--- config.mk ---
export PLATFORM = sky130hd
export DESIGN_NAME = perc_mc_est
export DESIGN_NICKNAME = d
export VERILOG_FILES = /design/src/rtl/perc_pkg.sv /design/src/rtl/perc_lfsr.sv /design/src/rtl/perc_flood.sv /design/src/rtl/perc_mc_est.sv
export SDC_FILE = /design/constraint.sdc
export NUM_CORES = 1
export LEC_CHECK = 0
export CAP_MARGIN = 20
export CORE_MARGIN = 10
export CORE_UTILIZATION = 40
export CTS_CLUSTER_DIAMETER = 50
export DETAILED_ROUTE_END_ITERATION = 7
export DONT_BUFFER_PORTS = 1
export SLEW_MARGIN = 25
export SYNTH_ARGS = -nofsm -noshare
export SYNTH_HDL_FRONTEND = slang
export SYNTH_SLANG_ARGS = --single-unit
--- constraint.sdc ---
create_clock -name clk -period 4 [get_ports clk]
set_clock_uncertainty 0.1 [all_clocks]
set_input_delay 0.8 -clock clk [delete_from_list [all_inputs] [get_ports clk]]
set_output_delay 0.8 -clock clk [all_outputs]
set_load 0.01 [all_outputs]
--- src/rtl/perc_pkg.sv ---
// Shared types for the percolation estimator.
// Assumes nothing beyond a standard package scope.
package perc_pkg;
    typedef enum logic [1:0] {
        ST_IDLE  = 2'd0,
        ST_FILL  = 2'd1,
        ST_FLOOD = 2'd2,
        ST_DONE  = 2'd3
    } perc_state_t;

    localparam logic [15:0] ZERO_SEED_SUB = 16'hACE1;
endpackage

--- src/rtl/perc_lfsr.sv ---
// Galois LFSR, shifting right, used as the per-site random source.
// Assumes the seed given at load is nonzero; a zero seed is swapped for ALT_SEED.
module perc_lfsr #(
    parameter int          W        = 16,
    parameter logic [W-1:0] TAPS     = 16'hB400,
    parameter logic [W-1:0] ALT_SEED = 16'hACE1
) (
    input  logic         clk,
    input  logic         rst_n,
    input  logic         load,
    input  logic [W-1:0] seed,
    input  logic         step,
    output logic [W-1:0] state
);
    logic [W-1:0] nxt;

    // Next state: shift right and apply the feedback mask when bit 0 leaves as 1.
    always_comb begin
        nxt = (state >> 1) ^ (state[0] ? TAPS : '0);
    end

    // State register: reset to ALT_SEED, load on start, step on request.
    always_ff @(posedge clk) begin
        if (!rst_n)
            state <= ALT_SEED;
        else if (load)
            state <= (seed == '0) ? ALT_SEED : seed;
        else if (step)
            state <= nxt;
    end
endmodule

--- src/rtl/perc_flood.sv ---
// Flood engine: grows the set of sites reachable from the top row, one
// orthogonal step per advance, and flags when the set stops growing.
// Assumes sites are stable while advance is high.
module perc_flood #(
    parameter int SIDE = 6,
    localparam int NS  = SIDE * SIDE
) (
    input  logic          clk,
    input  logic          rst_n,
    input  logic          clear,
    input  logic          advance,
    input  logic [NS-1:0] sites,
    output logic          settled,
    output logic          path
);
    logic [NS-1:0] reach;
    logic [NS-1:0] reach_nxt;

    // One flood step per site: ON and (top row or a reached neighbour or itself).
    for (genvar r = 0; r < SIDE; r++) begin : g_row
        for (genvar c = 0; c < SIDE; c++) begin : g_col
            localparam int K = r * SIDE + c;
            logic up_v, dn_v, lf_v, rt_v;
            if (r == 0) begin : g_top
                assign up_v = 1'b1;
            end else begin : g_mid_u
                assign up_v = reach[K-SIDE];
            end
            if (r == SIDE - 1) begin : g_bot
                assign dn_v = 1'b0;
            end else begin : g_mid_d
                assign dn_v = reach[K+SIDE];
            end
            if (c == 0) begin : g_lft
                assign lf_v = 1'b0;
            end else begin : g_mid_l
                assign lf_v = reach[K-1];
            end
            if (c == SIDE - 1) begin : g_rgt
                assign rt_v = 1'b0;
            end else begin : g_mid_r
                assign rt_v = reach[K+1];
            end
            assign reach_nxt[K] = sites[K] & (reach[K] | up_v | dn_v | lf_v | rt_v);
        end
    end

    assign settled = (reach_nxt == reach);
    assign path    = |reach_nxt[NS-1 -: SIDE];

    // Reach register: cleared before each trial, advanced during flooding.
    always_ff @(posedge clk) begin
        if (!rst_n || clear)
            reach <= '0;
        else if (advance)
            reach <= reach_nxt;
    end
endmodule

--- src/rtl/perc_mc_est.sv ---
// Monte Carlo percolation estimator: fills a SIDE x SIDE grid with random
// sites, floods it from the top, counts trials that reach the bottom.
// Assumes start is a pulse; start is ignored while a run is active.
module perc_mc_est
    import perc_pkg::*;
#(
    parameter int SIDE   = 6,
    parameter int CNT_W  = 16,
    parameter int PROB_W = 8,
    parameter int RND_W  = 16
) (
    input  logic              clk,
    input  logic              rst_n,
    input  logic              start,
    input  logic [PROB_W-1:0] p1,
    input  logic [RND_W-1:0]  seed,
    input  logic [CNT_W-1:0]  trials,
    input  logic              force_on,
    input  logic [CNT_W-1:0]  one_thr,
    input  logic [CNT_W-1:0]  zero_thr,
    output logic              busy,
    output logic              done,
    output logic [CNT_W-1:0]  succ_cnt,
    output logic [CNT_W-1:0]  trial_cnt,
    output logic              one_pass,
    output logic              zero_pass
);
    localparam int NS    = SIDE * SIDE;
    localparam int IDX_W = (NS > 1) ? $clog2(NS) : 1;
    localparam logic [IDX_W-1:0] LAST_IDX = IDX_W'(NS - 1);

    perc_state_t       st;
    logic [IDX_W-1:0]  idx;
    logic [NS-1:0]     sites;
    logic [CNT_W-1:0]  trials_q;
    logic [PROB_W-1:0] p1_q;
    logic              force_q;
    logic [RND_W-1:0]  rnd;
    logic              site_on;
    logic              settled;
    logic              path;
    logic              launch;
    logic              filling;
    logic              flooding;

    assign launch   = start && (st == ST_IDLE || st == ST_DONE);
    assign filling  = (st == ST_FILL);
    assign flooding = (st == ST_FLOOD);
    assign site_on  = force_q || (rnd[PROB_W-1:0] < p1_q);

    perc_lfsr #(
        .W(RND_W), .TAPS(RND_W'(16'hB400)), .ALT_SEED(RND_W'(ZERO_SEED_SUB))
    ) u_lfsr (
        .clk(clk), .rst_n(rst_n), .load(launch), .seed(seed),
        .step(filling), .state(rnd)
    );

    perc_flood #(.SIDE(SIDE)) u_flood (
        .clk(clk), .rst_n(rst_n),
        .clear(filling && idx == LAST_IDX),
        .advance(flooding), .sites(sites),
        .settled(settled), .path(path)
    );

    // Run control: start, fill sites, flood, count, finish.
    always_ff @(posedge clk) begin
        if (!rst_n) begin
            st        <= ST_IDLE;
            idx       <= '0;
            sites     <= '0;
            trials_q  <= '0;
            p1_q      <= '0;
            force_q   <= 1'b0;
            succ_cnt  <= '0;
            trial_cnt <= '0;
        end else if (launch) begin
            trials_q  <= trials;
            p1_q      <= p1;
            force_q   <= force_on;
            succ_cnt  <= '0;
            trial_cnt <= '0;
            idx       <= '0;
            st        <= (trials == '0) ? ST_DONE : ST_FILL;
        end else if (filling) begin
            sites[idx] <= site_on;
            if (idx == LAST_IDX) begin
                idx <= '0;
                st  <= ST_FLOOD;
            end else begin
                idx <= idx + 1'b1;
            end
        end else if (flooding && settled) begin
            succ_cnt  <= succ_cnt + CNT_W'(path);
            trial_cnt <= trial_cnt + 1'b1;
            st        <= (trial_cnt + 1'b1 == trials_q) ? ST_DONE : ST_FILL;
        end
    end

    // Status and margin flags, valid only once the run is done.
    always_comb begin
        busy      = filling || flooding;
        done      = (st == ST_DONE);
        one_pass  = done && (succ_cnt >= one_thr);
        zero_pass = done && (succ_cnt <= zero_thr);
    end
endmodule

; ---- Word-level counts from Yosys, hierarchy flattened
; Index checks and enable logic that the tools add are counted.
; W data, S select, Z words.
[classes]
n_addsub = 3
n_mux = 14
eq_ne = 7
bitwise = 138
n_reduce_logical = 21
n_lt_le_gt_ge = 5
[ops]
columns = cell, n
row1 = $or A1 B1 Y1, 104
row2 = $mux W16, 4
row3 = $bwmux W36, 1
row4 = $eq A36 B36 Y1, 1
row5 = $logic_not A16 Y1, 2
row6 = $and A1 B1 Y1, 30
row7 = $add A16 B1 Y16, 1
row8 = $add A16 B1 Y16 const B, 1
row9 = $eq A16 B16 Y1, 1
row10 = $ge A16 B16 Y1, 1
row11 = $le A16 B16 Y1, 1
row12 = $xor A15 B16 Y16, 1
row13 = $mux W2, 6
row14 = $lt A8 B8 Y1, 1
row15 = $lt A6 B7 Y1 const B, 1
row16 = $add A6 B1 Y6 const B, 1
row17 = $demux W1 S6, 1
row18 = $eq A6 B6 Y1 const B, 1
row19 = $ge A6 B1 Y1 const B, 1
row20 = $logic_and A1 B1 Y1, 6
row21 = $mux W6, 1
row22 = $reduce_and A2 Y1, 3
row23 = $reduce_or A6 Y1, 1
row24 = $eq A2 B2 Y1 const B, 2
row25 = other kinds (10), 15
[totals]
output_inout_bits = 36
in_bits = 76
word_cells = 198
regBits = 153

; ---- Logic depth before layout (Yosys ltp)
; Gate-level depths: netlist of run 1.
[depth]
depth_word = 10
ltp_mapped = 12
mapped_depth_nobuf = 10

; ---- Cells and area by module
; From an unflattened synthesis of run 1, not the netlist that was laid out.
[hier_totals]
cells_unflattened = 1063
hier_area_um2 = 8580.7
[modules_own_cells]
columns = mod, n_inst, cells_each, seq_area_each_um2, area_each_um2
row1 = perc_mc_est, 1, 695, 2021.9, 5546.6
row2 = perc_flood, 1, 273, 720.7, 2149.6
row3 = perc_lfsr, 1, 95, 320.3, 884.6

; ---- Worst setup path after synthesis of run 1
; No wires, ideal clock.
[synth_path]
kind = input port to output port
startpoint = input port one_thr[0]
endpoint = output port one_pass
required_time_ns = 3.100
path_buffers = 0
slack_ns = 0.836
path_stages = 9
arrival_time_ns = 2.264
cell_sequence = ha_1 -> nand2b_1 -> a21o_1 -> a21o_1 -> a21o_1 -> a21oi_1 -> o21ai_0 -> a221oi_1 -> o21ai_0
[synth_via]
elab_chain_len = 2
[synth_rtl]
columns = element, line
row1 = "start, declared", perc_mc_est.sv:19  ; input logic [CNT_W-1:0] one_thr,
row2 = $ge A16 B16 Y1, perc_mc_est.sv:103  ; one_pass = done && (succ_cnt >= one_thr);
row3 = $logic_and A1 B1 Y1, perc_mc_est.sv:103
row4 = "end, declared", perc_mc_est.sv:25  ; output logic one_pass,
; No other way between the ends.

; ---- Worst setup path after layout of run 1
[layout_path]
startpoint = register succ_cnt[0]
endpoint = output port one_pass
[layout_via]
elab_chain_len = 2
[layout_rtl]
columns = element, line
row1 = "start, declared", perc_mc_est.sv:23  ; output logic [CNT_W-1:0] succ_cnt,
row2 = "start signal, assigned", perc_mc_est.sv:93  ; succ_cnt <= succ_cnt + CNT_W'(path);
row3 = $ge A16 B16 Y1, perc_mc_est.sv:103
row4 = $logic_and A1 B1 Y1, perc_mc_est.sv:103
; No other way between the ends.

==> metrics.md, run 1 <==
| Metric | Value |
|---|---|
| Final Max Tran Viols | 0 |
| Root Driver | clkbuf_16 |
| Critical Path AT | ~2.7 ns |
| Synth Instances | around 1.1k |
| Hold Path Depth | 1 |
| R2R depth | 10 |
| Critical R2R Launch | st[1]$_SDFFE_PN0P_ |
| Routability cong. | around 0.93 |
| Hold_buf cts | 0 |
| DP Cell Count | between 1k and 1.5k |
| Cts bufs inserted | 17 |
| Status | finished, final reports clean |
| Avg Inst Size Synth | just under 8 µm² |
| Non-filler cells, final | around 1.3k |
| Vias in the first global route | around 7.1k |
| Leak | roughly 3.6 nW |
| Initial antenna violation count | 0 |
| Most numerous cell in the Yosys netlist | dfxtp_1 |
| Final Core Density | 44.0% |
| Crit-path max FO | 4 |
| Antenna Nets Post-Route | 0 |
| Boundary Pins | ~110 |
| Worst-Skew Late Latency | about 0.42 ns |
| Drt drc | 0 |
| Setup CP Type | flip-flop to primary output |
| WL per Instance | between 15 and 20 µm |
| Setup TNS | 0 ns |
| Synthesized flop and latch total | approximately 150 |
| Hold EP | u_lfsr.state[15]$_SDFFE_PN1N_ |
| Period utilization | 89.4% |
| Clock buffer depth | 2 |
| # diodes | 0 |
| Count of cell types in the netlist | 56 |
| Clk slew on worst S/H paths | ~0.06 ns |
| FMAX | around 280 MHz |
| Crit end category | primary output |
| Placed inst area | 8700 µm² |
| Ys async rst share | 0% |
| Die height | ~170 µm |
| Post-CTS Repair Setup Buffers | 0 |
| Cts repair resizes | 0 |
| Post-Layout Inst Area | 9230 µm² |
| Area delta synth->final | 8.79% |
| Synth warnings | 0 |
| Most frequent cells after synthesis | 153 x dfxtp_1, 145 x nor2_1, 108 x nand2_1 |
| Final Hold Viols | 0 |
| GRT Total Usage | between 10% and 20% |
| H-Tree Depth | 4 |
| Hold_sp | rst_n |
| Area contributors post-synth | dfxtp_1 36%, ha_1 6.9%, nor2_1 6.4%, a21oi_1 5.4%, nand2_1 4.8% |
| First-pass GRT wire length | between 30 and 40 mm |
| Die area | 27400 µm² |
| Synthesized cell area | between 8000 and 9000 µm² |
| Maximum vdd drop | approximately 0.33 mV |
| GRT overflow | 0 |
| Worst slew pin tran | 0.957 ns |
| CP startpoint kind | flip-flop |
| Max Cap Viol | 0 |
| Post-layout min period | between 3 and 4 ns |
| Relative slew slack | 35.8% |
| Setup violators final | 0 |
| Syn Nets | between 1k and 1.5k |
| Die width | between 150 and 200 µm |
| # port buffers | 0 |
| Nets | roughly 1.2k |
| Critical R2R Capture | trial_cnt[14]$_SDFFE_PP0P_ |
| Cell taking the most area after synthesis | dfxtp_1 |
| Starting Density | just over 40% |
| Layout cells sized above 1 | under 10% |
| Drt initial violations | roughly 500 |
| Sinks on Clock Net | between 150 and 200 |
| Via count | between 7k and 8k |
| TritonRoute pass-1 iters | 5 |
| Total power | 4.23 mW |
| CORE AREA | between 20000 and 25000 µm² |
| Fillers | approximately 2.1k |
| Row count | 53 |
| Routed vias/inst | 5.69 |
| Critical path required time | between 3 and 4 ns |
| CTS tree | built |
| Reg2Reg Setup Slack | between 0.7 and 0.8 ns |
| Hold Path Class | input pin to flip-flop |
| Hpwl dp | 17.2 mm |
| Share of the synthesized area in the top cell type | between 30% and 40% |
| Unrepaired setup endpoints after global routing | false |
| Final WL | around 24 mm |
| PwrDens | around 460 nW/µm² |
| Prevailing post-synth register cell | dfxtp_1 |
| Largest net degree at the start of global routing | 45 |
| Seq/Total Area, Yosys | 36.1% |
| Number of enable flip-flop cells after synthesis | 0 |
| Setup crit start | succ_cnt[0]$_SDFFE_PP0P_ |
critical path: stages, from the launching register on:
cell and delay, ns:
dfxtp_1 0.44, inv_1 0.09, ha_1 0.27, nand2b_1 0.14
a21o_1 0.17, a21o_1 0.16, a21o_1 0.16, a21oi_1 0.17
o21ai_0 0.11, a221oi_1 0.31, o21ai_0 0.22
placed cells by master, fill, tap and decap left out, drive strengths merged, types with 3 or more instances in the layout:
master,count
nand3,18
nand2b,25
nor2,145
buf,11
o311ai,4
nand2,109
mux2,6
xor2,15
xnor2,18
o21ai,33
o31ai,5
a32oi,9
or4,29
o2111ai,10
inv,62
a211oi,30
o211ai,14
a31o,3
nor4,13
dfxtp,153
o22ai,11
a21o,8
o41ai,8
a21oi,92
ha,47
and4,3
and3,7
nor2b,21
and2,8
o21a,3
clkinv,8
a31oi,6
mux2i,24
a41o,3
or3,12
clkbuf,22
nor3,31
nand3b,6
nand4,15
through the flow:
stage	hold WS (ns)	worst slack [ns]
global route	0.318	0.157
finish	0.336	0.423
detailed placement	0.348	0.518
floorplan	0.336	0.836
global placement	0.344	0.521
CTS	0.321	0.324
how the worst max path moves through the flow:
stage	endpoint	slack [ns]	cells past startpoint
after floorplan	one_pass	0.84	9
after global placement	one_pass	0.52	9
after detailed placement	one_pass	0.52	9
after CTS	one_pass	0.32	10
after global routing	one_pass	0.16	10
final	one_pass	0.42	10
flip-flops by register name (all words and copies together), names as in the netlist:
name / flops
sites: 36
st: 2
succ_cnt: 16
p1_q: 8
u_flood.reach: 36
u_lfsr.state: 16
force_q: 1
trials_q: 16
trial_cnt: 16
idx: 6
routing by layer:
layer  routed length (µm)  track usage, %  vias to the layer above
li1                     -               -                     3822
met1                11000            22.2                     3533
met2                10500            24.9                      238
met3                 1710            4.50                       38
met4                  518            6.63                        0
met5                    0               0                        -
layout make-up:
class	count	area (µm²)	area share, %
flip-flops and latches	153	3060	33.2
clock inverters	9	76.3	0.827
well taps	275	344	3.73
clock buffers	22	454	4.92
inverters	63	236	2.56
multi-input cells	807	4970	53.9
repair buffers	11	82.6	0.895
report_power, final:
| part | switching, mW | leakage, nW | total (mW) | internal, mW |
|---|---|---|---|---|
| clock | 0.627 | 0.263 | 1.49 | 0.862 |
| sequential | 0.101 | 1.24 | 1.74 | 1.64 |
| combinational | 0.622 | 2.07 | 0.999 | 0.377 |
| total | 1.35 | 3.57 | 4.23 | 2.88 |
logic make-up after synthesis:
family / Yosys count / synth area share [%]
fa+ha+maj: 47 / 6.93
buf+inv: 119 / 5.33
compound gates: 248 / 18.8
flops: 153 / 36.1
mux: 30 / 3.63
xor+xnor: 33 / 3.41
simple gates: 449 / 25.8
(Power assumes the default switching activity.)
==> run 2, diff against run 1 <==
Settings changed: MAX_ROUTING_LAYER set to met4.
==> metrics.md, run 2 (synthesized netlist as in run 1, its figures left out) <==
| Metric | Value |
|---|---|
| Row count | 53 (unchanged) |
| Setup violators final | 0 (unchanged) |
| Root Driver | clkbuf_16 |
| CTS tree | built |
| Period utilization | 90.6% (+1.2 points) |
| # diodes | 0 (unchanged) |
| Setup TNS | 0 ns (unchanged) |
| Routability cong. | 0.914 (-1.6%) |
| Critical path required time | 3.10 ns (about the same) |
| Final worst slack | 0.375 ns (-0.0486 ns) |
| Max Cap Viol | 0 (unchanged) |
| Leak | 3.59 nW (+0.47%) |
| Drt initial violations | 546 (+12%) |
| Unrepaired setup endpoints after global routing | false |
| Nets | 1176 (unchanged) |
| R2R depth | 10 (unchanged) |
| PwrDens | 470 nW/µm² (+2.5%) |
| Layout cells sized above 1 | 5.25% (+0.18 points) |
| Setup CP Type | flip-flop to primary output |
| WL per Instance | 17.6 µm (-0.76%) |
| Worst-Skew Late Latency | 0.42 ns (about the same) |
| Hpwl dp | 17.1 mm (-0.40%) |
| Largest net degree at the start of global routing | 44 (-2.2%) |
| Initial antenna violation count | 0 (unchanged) |
| Relative slew slack | 35.4% (-0.44 points) |
| Maximum vdd drop | 0.319 mV (-4.5%) |
| Post-layout min period | 3.63 ns (+0.0486 ns) |
| GRT Total Usage | 17.0% (+0.40 points) |
| Critical R2R Capture | trial_cnt[5]$_SDFFE_PP0P_ |
| Cts bufs inserted | 17 (unchanged) |
| Routed vias/inst | 5.69 (-0.13%) |
| GRT overflow | 0 (unchanged) |
| Critical R2R Launch | st[1]$_SDFFE_PN0P_ |
| Commonest non-fill, non-tap cell in the layout | dfxtp_1 |
| Hold Path Depth | 1 (unchanged) |
| Final Max Tran Viols | 0 (unchanged) |
| CP startpoint kind | flip-flop |
| Sinks on Clock Net | 153 (unchanged) |
| Hold slack final | 0.338 ns (+0.00243 ns) |
| First-pass GRT wire length | 38.5 mm (unchanged) |
| Antenna Nets Post-Route | 0 (unchanged) |
| Hold EP | u_lfsr.state[15]$_SDFFE_PN1N_ |
| Hold Path Class | input pin to flip-flop |
| Hold_sp | rst_n |
| # port buffers | 0 (unchanged) |
| Final Hold Viols | 0 (unchanged) |
| TritonRoute pass-1 iters | 5 (unchanged) |
| Hold_buf cts | 0 (unchanged) |
| Die height | 166 µm (unchanged) |
| Dpl ws | 0.497 ns (-0.0212 ns) |
| Post-Layout Inst Area | 9280 µm² (+0.61%) |
| Die width | 166 µm (unchanged) |
| Die area | 27400 µm² (unchanged) |
| Crit end category | primary output |
| Worst slew pin tran | 0.964 ns (+0.00662 ns) |
| Boundary Pins | 112 (unchanged) |
| Clk slew on worst S/H paths | 0.06 ns (about the same) |
| Clock buffer depth | 2 (unchanged) |
| Cts repair resizes | 0 (unchanged) |
| Reg2Reg Setup Slack | 0.67 ns (-0.04 ns) |
| Post-CTS Repair Setup Buffers | 0 (unchanged) |
| H-Tree Depth | 4 (unchanged) |
| Vias in the first global route | 7045 (-0.42%) |
| Area delta synth->final | 9.46% |
| Status | finished, final reports clean |
| Crit-path max FO | 4 (unchanged) |
| Commonest cells after routing, fill and taps aside | 153 x dfxtp_1, 145 x nor2_1, 108 x nand2_1 |
| Via count | 7627 (-0.052%) |
| Largest regs | sites x36, u_flood.reach x36 |
| Final WL | 23.5 mm (-0.69%) |
| Drt drc | 0 (unchanged) |
| Starting Density | 40.5% (unchanged) |
| Fillers | 2095 (-2.5%) |
| FMAX | 276 MHz (-1.3%) |
| Critical Path AT | 2.73 ns (+0.05 ns) |
| Placed inst area | 8700 µm² (unchanged) |
| CORE AREA | 21000 µm² (unchanged) |
==> run 2: power by group <==
| group | internal (mW) | switching [mW] |
|---|---|---|
| logic | 0.376 | 0.618 |
| clock network | 0.979 | 0.647 |
| registers | 1.64 | 0.102 |
| total | 3.00 | 1.37 |
==> run 2: how the worst max path moves through the flow <==
stage / startpoint / depth (start not counted) / end / slack [ns]
after floorplan: one_thr[0] / 9 / one_pass / 0.84
after global placement: one_thr[0] / 9 / one_pass / 0.52
after detailed placement: one_thr[0] / 9 / one_pass / 0.50
after CTS: succ_cnt[0]$_SDFFE_PP0P_ / 10 / one_pass / 0.30
after global routing: succ_cnt[0]$_SDFFE_PP0P_ / 10 / one_pass / 0.12
final: succ_cnt[0]$_SDFFE_PP0P_ / 10 / one_pass / 0.37
==> run 2: layout make-up <==
class,instances,area (µm²),area share [%]
clock buffer,20,437,4.70
clock inverter,12,150,1.62
inverter,63,236,2.55
multi-input combinational,807,4970,53.5
sequential,153,3060,33.0
tap,275,344,3.71
timing repair buffer,11,82.6,0.889
==> run 2: routing by layer <==
| layer | wire length, µm | vias to the layer above | share of wire [%] | GRT usage (%) |
|---|---|---|---|---|
| met2 | 10300 | 247 | 44 | 25.0 |
| met5 | 0 | - | 0 | - |
| met3 | 1760 | 31 | 7.5 | 4.35 |
| li1 | - | 3800 | - | - |
| met1 | 11100 | 3549 | 47 | 22.6 |
| met4 | 350 | 0 | 1.5 | 5.05 |
==> run 2: worst max-delay path, stage by stage (launching register included) <==
cell	delay, ns
dfxtp_1	0.45
inv_1	0.10
ha_1	0.27
nand2b_1	0.14
a21o_1	0.17
a21o_1	0.17
a21o_1	0.16
a21oi_1	0.17
o21ai_0	0.12
a221oi_1	0.32
o21ai_0	0.22
==> run 2: metrics by stage <==
stage          power (mW)  cells  utilization (%)
3_3_place_gp         2.77   1309             41.5
4_1_cts              4.40   1341             44.3
2_1_floorplan        2.55   1079                -
6_report             4.37   1341             44.3
5_1_grt              4.60   1341             44.3
3_5_place_dp         2.78   1309             41.5
==> run 3, diff against run 2 <==
Settings changed: CORE_UTILIZATION 40 to 60, PLACE_DENSITY set to 0.76.
==> metrics.md, run 3 (synthesized netlist as in run 1, its figures left out) <==
| Metric | Value |
|---|---|
| Status | finished, final reports clean |
| Slowest cell on the critical path | dfxtp_1 |
| CORE AREA | 13900 µm² (-34%) |
| Setup TNS | 0 ns (unchanged) |
| Final Core Density | 65.9% (+22 points) |
| Row count | 43 (-19%) |
| Period utilization | 92.0% (+1.4 points) |
| DP Cell Count | 1213 (-7.3%) |
| Post-layout min period | 3.68 ns (+0.0555 ns) |
| Nets | 1175 (-0.085%) |
| PwrDens | 473 nW/µm² (+0.56%) |
| Area delta synth->final | 7.86% |
| Unrepaired setup endpoints after global routing | false |
| TritonRoute pass-1 iters | 5 (unchanged) |
| Worst slew pin tran | 1.08 ns (+0.118 ns) |
| Sinks on Clock Net | 153 (unchanged) |
| Non-filler cells, final | 1244 (-7.2%) |
| GRT Total Usage | 23.2% (+6.1 points) |
| Clk slew on worst S/H paths | 0.06 ns (about the same) |
| Dpl ws | 0.502 ns (+0.00449 ns) |
| Die height | 139 µm (-16%) |
| Largest net degree at the start of global routing | 43 (-2.3%) |
| Worst-Skew Late Latency | 0.43 ns (about the same) |
| Antenna Nets Post-Route | 0 (unchanged) |
| Hold_buf cts | 0 (unchanged) |
| Commonest non-fill, non-tap cell in the layout | dfxtp_1 |
| Initial antenna violation count | 0 (unchanged) |
| Setup violators final | 0 (unchanged) |
| Hpwl dp | 16.3 mm (-4.9%) |
| Die area | 19300 µm² (-30%) |
| Vias in the first global route | 7351 (+4.3%) |
| Crit-path max FO | 4 (unchanged) |
| Die width | 139 µm (-16%) |
| CP startpoint kind | flip-flop |
| H-Tree Depth | 4 (unchanged) |
| Drt drc | 0 (unchanged) |
| Leak | 3.58 nW (-0.42%) |
| Layout cells sized above 1 | 5.26% (+0.0099 points) |
| Drt initial violations | 729 (+34%) |
| GRT overflow | 0 (unchanged) |
| Cts bufs inserted | 17 (unchanged) |
| Relative slew slack | 27.8% (-7.5 points) |
| Final Max Tran Viols | 0 (unchanged) |
| Hold Path Class | flip-flop to flip-flop |
| Total power | 4.33 mW (-0.90%) |
| Starting Density | 61.1% (+21 points) |
| Final worst slack | 0.319 ns (-0.0555 ns) |
| Routability cong. | 0.959 (+4.9%) |
| FMAX | 272 MHz (-1.5%) |
| # port buffers | 0 (unchanged) |
| Fillers | 1221 (-42%) |
| CP max stage delay | 0.45 ns (about the same) |
| CTS tree | built |
| Worst path most repeated cell | a21o_1 |
| Largest regs | sites x36, u_flood.reach x36 |
| Clock buffer depth | 2 (unchanged) |
| # diodes | 0 (unchanged) |
| WL per Instance | 18.1 µm (+3.1%) |
| Via count | 7798 (+2.2%) |
| Final Hold Viols | 0 (unchanged) |
| First-pass GRT wire length | 36.9 mm (-4.2%) |
| Critical Path AT | 2.78 ns (+0.05 ns) |
| Boundary Pins | 112 (unchanged) |
| Worst-path cell chain | inv_1, ha_1, nand2b_1, a21o_1, a21o_1, a21o_1, a21oi_1, o21ai_0, a221oi_1, o21ai_0 |
| Crit end category | primary output |
| Max Cap Viol | 0 (unchanged) |
| Maximum vdd drop | 0.337 mV (+5.8%) |
| Routed vias/inst | 6.27 (+10%) |
| Final WL | 22.5 mm (-4.3%) |
| Root Driver | clkbuf_16 |
| Setup CP Type | flip-flop to primary output |
| Critical path required time | 3.10 ns (about the same) |
| Post-CTS Repair Setup Buffers | 0 (unchanged) |
| Cts repair resizes | 0 (unchanged) |
| Commonest cells after routing, fill and taps aside | 153 x dfxtp_1, 145 x nor2_1, 108 x nand2_1 |
-- run 3: cell count changes in the layout (fill, tap and decap cells not counted), sizes merged --
cell and change:
clkinv -3, clkinvlp +2, bufinv -1, inv +1, buf -1
-- run 3: cell type report --
| cell class | count | area (µm²) | area share (%) |
|---|---|---|---|
| clock buffers | 20 | 457 | 4.99 |
| clock inverters | 11 | 121 | 1.33 |
| inverters | 63 | 236 | 2.58 |
| multi-input cells | 807 | 4970 | 54.3 |
| flip-flops and latches | 153 | 3060 | 33.5 |
| well taps | 180 | 225 | 2.46 |
| repair buffers | 10 | 75.1 | 0.821 |
-- run 3: path summary, 6_finish.rpt --
check	start	slack, ns	cells past startpoint	to
setup reg to reg	st[1]$_SDFFE_PN0P_	0.67	10	trial_cnt[5]$_SDFFE_PP0P_
hold reg to reg	p1_q[6]$_SDFFE_PN0P_	0.36	2	p1_q[6]$_SDFFE_PN0P_
setup / recovery	succ_cnt[0]$_SDFFE_PP0P_	0.32	10	one_pass
hold / removal	p1_q[6]$_SDFFE_PN0P_	0.36	2	p1_q[6]$_SDFFE_PN0P_
-- run 3: metal layers --
metal,up-vias,routed length [µm],track usage (%)
li1,3805,-,-
met1,3629,9870,29.2
met2,326,10300,35.3
met3,38,1870,5.34
met4,0,470,8.95
met5,-,0,-
-- run 3: worst max-delay path: cells and delay by family, from the launching register on --
kind / cells / cell delay, ns
compound gates: 7 / 1.40
buf+inv: 1 / 0.10
flops: 1 / 0.45
simple gates: 1 / 0.14
fa+ha+maj: 1 / 0.27
-- run 3: per-stage QoR --
step           hold WS, ns  cell area (µm²)
2_1_floorplan        0.336             8480
3_5_place_dp         0.346             8570
6_report             0.355             9150
3_3_place_gp         0.344             8570
4_1_cts              0.320             9150
5_1_grt              0.333             9150
-- run 3: power breakdown --
| group | total (mW) | switching, mW | leakage [nW] | internal, mW |
|---|---|---|---|---|
| Clock | 1.58 | 0.638 | 0.270 | 0.945 |
| Sequential | 1.74 | 0.101 | 1.24 | 1.64 |
| Combinational | 0.999 | 0.621 | 2.07 | 0.378 |
| Total | 4.33 | 1.36 | 3.58 | 2.97 |
